$ cat src/rtl/pbit_loader.sv
module pbit_loader #(
  parameter int DW    = 32,
  parameter int DEPTH = 64,
  parameter int ID_W  = 8,
  localparam int CW   = $clog2(DEPTH + 1)
) (
  input  logic            clk,
  input  logic            rst_n,
  input  logic            start,
  input  logic [CW-1:0]   word_count,
  input  logic [31:0]     crc_expected,
  input  logic [ID_W-1:0] module_id,
  input  logic            err_clear,
  input  logic [CW-1:0]   fifo_level,
  input  logic [DW-1:0]   fifo_data,
  output logic            fifo_pop,
  output logic            cfg_en_n,
  output logic            cfg_rdwr_n,
  output logic [DW-1:0]   cfg_data,
  input  logic            cfg_busy,
  output logic            decouple,
  output logic            done,
  output logic            error,
  output logic [ID_W-1:0] loaded_id
);

  localparam logic [31:0] POLY = 32'h04C1_1DB7;

  typedef enum logic [2:0] {S_IDLE, S_PRIME, S_ARM, S_STREAM, S_CHECK, S_ERROR} st_t;

  st_t             st;
  logic [CW-1:0]   total, left;
  logic [31:0]     crc, crc_exp;
  logic [ID_W-1:0] id_q;

  function automatic logic [31:0] crc_step(input logic [31:0] c, input logic [DW-1:0] d);
    logic [31:0] r;
    r = c;
    for (int i = DW - 1; i >= 0; i--)
      r = {r[30:0], 1'b0} ^ ((r[31] ^ d[i]) ? POLY : 32'h0);
    return r;
  endfunction

  wire streaming = (st == S_STREAM);
  wire accept    = start && (word_count != '0) && (st == S_IDLE);

  assign fifo_pop   = streaming;
  assign cfg_en_n   = !streaming;
  assign cfg_data   = streaming ? fifo_data : '0;
  assign cfg_rdwr_n = (st == S_IDLE);
  assign decouple   = (st == S_ARM) || streaming || (st == S_CHECK) || (st == S_ERROR);

  always_ff @(posedge clk or negedge rst_n) begin
    if (!rst_n) begin
      st        <= S_IDLE;
      total     <= '0;
      left      <= '0;
      crc       <= '1;
      crc_exp   <= '0;
      id_q      <= '0;
      done      <= 1'b0;
      error     <= 1'b0;
      loaded_id <= '0;
    end else begin
      case (st)
        S_IDLE: if (accept) begin
          total   <= word_count;
          left    <= word_count;
          crc     <= '1;
          crc_exp <= crc_expected;
          id_q    <= module_id;
          done    <= 1'b0;
          st      <= S_PRIME;
        end
        S_PRIME: if (fifo_level >= total) st <= S_ARM;
        S_ARM:   st <= S_STREAM;
        S_STREAM: begin
          crc  <= crc_step(crc, fifo_data);
          left <= left - CW'(1);
          if (cfg_busy) begin
            error     <= 1'b1;
            loaded_id <= '0;
            st        <= S_ERROR;
          end else if (left == CW'(1)) begin
            st <= S_CHECK;
          end
        end
        S_CHECK: if (crc == crc_exp) begin
          done      <= 1'b1;
          loaded_id <= id_q;
          st        <= S_IDLE;
        end else begin
          error     <= 1'b1;
          loaded_id <= '0;
          st        <= S_ERROR;
        end
        S_ERROR: if (err_clear) begin
          error <= 1'b0;
          st    <= S_IDLE;
        end
        default: st <= S_IDLE;
      endcase
    end
  end

endmodule

$ cat config.mk
export PLATFORM = sky130hd
export DESIGN_NAME = pbit_loader
export DESIGN_NICKNAME = d
export VERILOG_FILES = /design/src/rtl/pbit_loader.sv
export SDC_FILE = /design/constraint.sdc
export NUM_CORES = 1
export LEC_CHECK = 0
export BUFFER_PORTS_ARGS = -buffer_cell sky130_fd_sc_hd__clkbuf_2
export CORE_MARGIN = 4
export CORE_UTILIZATION = 30
export CTS_CLUSTER_DIAMETER = 200
export DETAILED_ROUTE_END_ITERATION = 12
export PLACE_DENSITY_LB_ADDON = 0.08
export SLEW_MARGIN = 15
export SYNTH_ARGS = -nofsm -noshare
export SYNTH_HDL_FRONTEND = slang
export SYNTH_SLANG_ARGS = --single-unit
$ cat constraint.sdc
create_clock -name clk -period 4.9 [get_ports clk]
set_input_delay 0 -clock clk [delete_from_list [all_inputs] [get_ports clk]]
set_output_delay 0 -clock clk [all_outputs]
set_load 0.03 [all_outputs]
==> results of run 1 <==
## sequential cells by signal, indices dropped and copies added (netlist names)
name and cells:
id_q 8, total 7, left 7, done 1, loaded_id 8, crc 32, crc_exp 32, error 1
st 3
## worst paths after layout
check / start / end / slack, ps / cells after the start
max reg2reg: crc[31] / crc[9] / 730 / 10
min reg2reg: id_q[3] / id_q[3] / 480 / 2
min: fifo_level[6] / st[0] / 140 / 5
max: crc[31] / crc[9] / 730 / 10
max in group asynchronous: rst_n / crc_exp[13] / 3540 / 3
min in group asynchronous: rst_n / id_q[0] / 200 / 2
## layout by cell type (no fill, tap or decap), types with 2 or more instances in the layout
cell,n
nand4_1,8
dfrtp_1,67
nor2b_1,3
clkbuf_16,9
and3_1,33
xor3_2,2
inv_6,3
nor4_1,4
o21ai_1,3
a22o_1,8
ha_1,9
xnor2_1,197
dlygate4sd3_1,50
xor2_2,2
xnor2_2,15
a21o_1,3
nand2b_1,4
nand3_1,3
xnor3_2,7
xor2_1,45
buf_4,18
o22ai_1,3
clkinv_8,2
a21oi_1,25
inv_1,14
xnor2_4,9
clkbuf_2,135
nand2_1,140
xor3_1,2
nor3_1,20
o21ai_0,43
nor2_1,13
dfstp_2,32
o211ai_1,2
xnor3_1,18
## critical path, cell delays in order, from the launching register on
cell,delay [ps]
dfstp_2,660
xnor2_4,240
xnor3_1,610
xnor2_1,400
xnor2_2,250
xnor2_1,540
xor2_1,250
xnor2_1,580
xnor2_1,200
xnor2_1,240
a21oi_1,100
## through the flow
step / instances / setup slack [ps] / area (um^2) / hold slack [ps]
after global routing: 1294 / 472 / 9620 / 186
after detailed placement: 1228 / 793 / 8820 / 76.0
after global placement: 1228 / 728 / 8820 / 76.7
after CTS: 1294 / 738 / 9620 / 145
final: 1295 / 729 / 9630 / 142
after floorplan: 776 / 1070 / 7750 / -296
## per-layer routing
metal	vias to the layer above	GRT usage	wire, um
met5	-	0	0
met4	0	0.0222	87
met3	6	0.0227	1070
met2	170	0.275	11100
met1	2888	0.283	13100
li1	2933	-	-
## layout make-up
| class | instances | share of cell area |
|---|---|---|
| Clock inverter | 7 | 0.00754 |
| Tap cell | 330 | 0.0429 |
| Multi-Input combinational cell | 632 | 0.523 |
| Antenna cell | 1 | 0.000260 |
| Clock buffer | 9 | 0.0234 |
| Sequential cell | 99 | 0.262 |
| Inverter | 14 | 0.00546 |
| Timing Repair Buffer | 203 | 0.136 |
## kinds of logic (layout without fill, tap and decap cells)
group | after synthesis | in the layout | synth area share
adder cells (fa/ha/maj) | 9 | 9 | 0.0145
flip-flops | 99 | 99 | 0.325
buffers and inverters | 45 | 233 | 0.0266
AO/OA/AOI/OAI | 94 | 94 | 0.0699
AND/OR/NAND/NOR | 231 | 231 | 0.133
other | 0 | 1 | 0
XOR/XNOR | 298 | 298 | 0.431
==> impl_metrics.env, run 1 <==
export IMPL_synthCells=776
export IMPL_fmax_ghz=0.240
export IMPL_syn_num_nets=876
export IMPL_ys_flop_type="dfrtp_1"
export IMPL_clock_latency_ps=360
export IMPL_period_minus_slack_ps=4170
export IMPL_post_route_period_util=0.851
export IMPL_synth_top_cell_by_area="xnor2_1"
export IMPL_critical_path_class="reg2reg"
export IMPL_die_h_um=169
export IMPL_cp_start_kind="register"
export IMPL_start_util=0.306
export IMPL_fin_nets=1059
export IMPL_tightestPinTransition_ps=923
export IMPL_syn2layout_area_growth_pct=24.2
export IMPL_ff_latch_area_um2=2520
export IMPL_maxCapViolCount=0
export IMPL_seq_area_frac_synth=0.325
export IMPL_gr_total_overflow=0
export IMPL_hp_class="in2reg"
export IMPL_yosys_warnings=0
export IMPL_finalSetupTns_ps=0
export IMPL_worst_ep_required_time_ps=5170
export IMPL_synthMostInstantiatedCell="xnor2_1"
export IMPL_num_vias=5997
export IMPL_wl_um=25300
export IMPL_cp_arrival_ps=4440
export IMPL_synth_cell_types=41
export IMPL_utilization=0.380
export IMPL_async_flop_share=1.00
export IMPL_cts_hold_buf=50
export IMPL_multi_input_area_um2=5030
export IMPL_ioPinCount=137
export IMPL_drive_above_1_share=0.248
export IMPL_grt_pass1_wl_um=39100
export IMPL_rsz0062_at_grt="false"
export IMPL_synth_cell_area_um2=7750
export IMPL_slew_violations=0
export IMPL_cts_tree="done"
export IMPL_nFillCells=2577
export IMPL_worst_clock_skew_ps=12.3
export IMPL_cts_clk_slew_worst_paths_ps=80
export IMPL_cts_path_max_buffers=2
export IMPL_post_drt_wl_per_cell_um=19.6
export IMPL_fp_row_count=58
export IMPL_hold_viol=0
export IMPL_avgSynthCellArea_um2=9.98
export IMPL_yosysTopAreaCellShare=0.223
export IMPL_grt_total_usage=0.181
export IMPL_crit_fanout=8
export IMPL_gp_congestion=0.866
export IMPL_cts_resized=0
export IMPL_grt_pass1_vias=6135
export IMPL_drc=0
export IMPL_synth_edf_count=0
export IMPL_antenna_left=0
export IMPL_core_um2=25300
export IMPL_cts_setup_buffers=0
export IMPL_synth_area_top_cells="xnor2_1 (22%), dfrtp_1 (22%), dfstp_2 (11%)"
export IMPL_port_buffers=136
export IMPL_synth_seq_cells=99
export IMPL_first_pass_iters=5
export IMPL_setup_viol=0
export IMPL_status="complete, no violations"
export IMPL_worst_setup_path_end_kind="register"
export IMPL_die_area_um2=28500
export IMPL_grt_max_degree=53
export IMPL_fp_dieW_um=169
export IMPL_cts_htree_levels=3
export IMPL_drt_iter0_drc=439
export IMPL_synth_common_cells="xnor2_1 (197), nand2_1 (140), dfrtp_1 (67), xor2_1 (45), o21ai_0 (43)"
export IMPL_clock_sinks=99
export IMPL_vias_per_cell=4.63
export IMPL_cts_root_buf="clkbuf_16"
export IMPL_cts_buffers=9
export IMPL_slew_headroom=0.385
export IMPL_antenna_found_initial=0
export IMPL_dp_hpwl_um=19800
Power of run 1 is left out: the tool's default activity adds up to more than one toggle a clock period on the data nets, which glitch-free logic cannot reach.
==> inputs of run 2 (changes only) <==
CELL_PAD_IN_SITES_DETAIL_PLACEMENT = 0   (was not set)
CELL_PAD_IN_SITES_GLOBAL_PLACEMENT = 1   (was not set)
==> run 2 against run 1 <==
  * Non-clock buffer count shrank 3
  * Die area unchanged
  * Setup slack lost 110 ps
  * Critical path type unchanged
  * Critical endpoint is now crc[12]
==> impl_metrics.env, run 2 (synthesis gave the netlist of run 1 again) <==
export IMPL_status="complete, no violations"
export IMPL_grt_pass1_vias=6171
export IMPL_critical_path_class="reg2reg"
export IMPL_core_um2=25300
export IMPL_multi_input_area_um2=5030
export IMPL_cp_arrival_ps=4540
export IMPL_globalRouteMet1Util=0.275
export IMPL_drive_above_1_share=0.247
export IMPL_clock_sinks=99
export IMPL_syn2layout_area_growth_pct=24.2
export IMPL_reg_top3="crc: 32 flops, crc_exp: 32 flops"
export IMPL_cts_clk_slew_worst_paths_ps=80
export IMPL_die_area_um2=28500
export IMPL_maxCapViolCount=0
export IMPL_start_util=0.306
export IMPL_period_minus_slack_ps=4280
export IMPL_fin_nets=1056
export IMPL_busiest_layer="met2"
export IMPL_ff_latch_area_um2=2520
export IMPL_layout_common_cells="xnor2_1 (197), nand2_1 (140), clkbuf_2 (135)"
export IMPL_slew_headroom=0.333
export IMPL_nFillCells=2583
export IMPL_post_route_period_util=0.873
export IMPL_worstReg2RegStart="crc[18]"
export IMPL_cts_tree="done"
export IMPL_ioPinCount=137
export IMPL_final_common_cell="xnor2_1"
export IMPL_cts_root_buf="clkbuf_16"
export IMPL_cts_setup_buffers=0
export IMPL_antenna_left=0
export IMPL_gr_total_overflow=0
export IMPL_hp_class="in2reg"
export IMPL_worst_setup_path_end_kind="register"
export IMPL_setup_viol=0
export IMPL_rsz0062_at_grt="false"
export IMPL_clock_latency_ps=350
export IMPL_grtUsageMet3=0.0215
export IMPL_hold_viol=0
export IMPL_antenna_cells=0
export IMPL_grt_pass1_wl_um=39100
export IMPL_cts_path_max_buffers=2
export IMPL_crit_start="crc[18]"
export IMPL_worst_ep_required_time_ps=5160
export IMPL_grt_total_usage=0.182
export IMPL_slew_violations=0
export IMPL_antenna_found_initial=1
export IMPL_crit_fanout=4
export IMPL_first_pass_iters=4
export IMPL_fp_dieW_um=169
export IMPL_grt_max_degree=90
export IMPL_cts_htree_levels=3
export IMPL_wl_um=25500
export IMPL_cp_start_kind="register"
export IMPL_port_buffers=136
export IMPL_fmax_ghz=0.234
export IMPL_drc=0
export IMPL_tightestPinTransition_ps=1000
export IMPL_gp_congestion=0.850
export IMPL_cts_buffers=9
export IMPL_num_vias=5954
export IMPL_finalSetupTns_ps=0
export IMPL_vias_per_cell=4.61
export IMPL_min_delay_start="cfg_busy"
export IMPL_drt_iter0_drc=322
export IMPL_dp_hpwl_um=20300
export IMPL_die_h_um=169
export IMPL_post_drt_wl_per_cell_um=19.7
export IMPL_fp_row_count=58
export IMPL_grtUsageMet2=0.279
export IMPL_worst_clock_skew_ps=13.7
## run 2: cell types whose count changed in the layout (fill, tap and decap cells not counted)
cell           before  now
inv_6               3    0
buf_4              18   16
clkinv_4            1    3
inv_8               0    2
clkinv_2            1    0
diode_2             1    0
clkinv_8            2    1
bufinv_16           0    1
dlygate4sd3_1      50   49
## run 2: metrics by stage
step                cell area, um^2  instances   util  setup slack [ps]  hold WS [ps]
floorplan                      7750        776      -              1070          -296
global placement               8810       1226  0.348               420          50.8
detailed placement             8810       1226  0.348               651          54.3
CTS                            9620       1291  0.380               600          4.11
global route                   9620       1291  0.380               426          15.8
finish                         9620       1291  0.380               622          19.6
## run 2: path summary, 6_finish.rpt
| kind | cells past startpoint | to | slack, ps |
|---|---|---|---|
| hold reg to reg | 2 | id_q[5] | 480 |
| setup reg to reg | 11 | crc[12] | 620 |
| setup / recovery | 11 | crc[12] | 620 |
| max in group asynchronous | 3 | error | 3550 |
| hold / removal | 3 | error | 20 |
| min in group asynchronous | 2 | id_q[3] | 190 |
## run 2: critical path, stage by stage (launching register included)
cell and delay (ps):
dfstp_2 620, xor2_1 420, xnor3_1 540, xor2_1 520
xnor3_1 530, xnor2_1 140, buf_4 160, xnor2_1 570
xnor2_1 220, xnor2_1 180, xnor2_1 130, o21ai_0 160
## run 2: timing repair
item,CTS,global route
hold endpoints to repair,83,0
hold buffers,49,0
resized for setup,0,0
## run 2: area by class of cell
| class | count | area share |
|---|---|---|
| multi-input cells | 632 | 0.523 |
| flip-flops and latches | 99 | 0.262 |
| repair buffers | 200 | 0.134 |
| well taps | 330 | 0.0429 |
| clock buffers | 9 | 0.0234 |
| clock inverters | 7 | 0.00988 |
| inverters | 14 | 0.00546 |
## run 2: layer usage
layer,vias up,wire length [um]
li1,2915,-
met1,2855,12800
met2,165,11300
met3,19,1050
met4,0,298
met5,-,0
Power of run 2 is left out for the same reason.
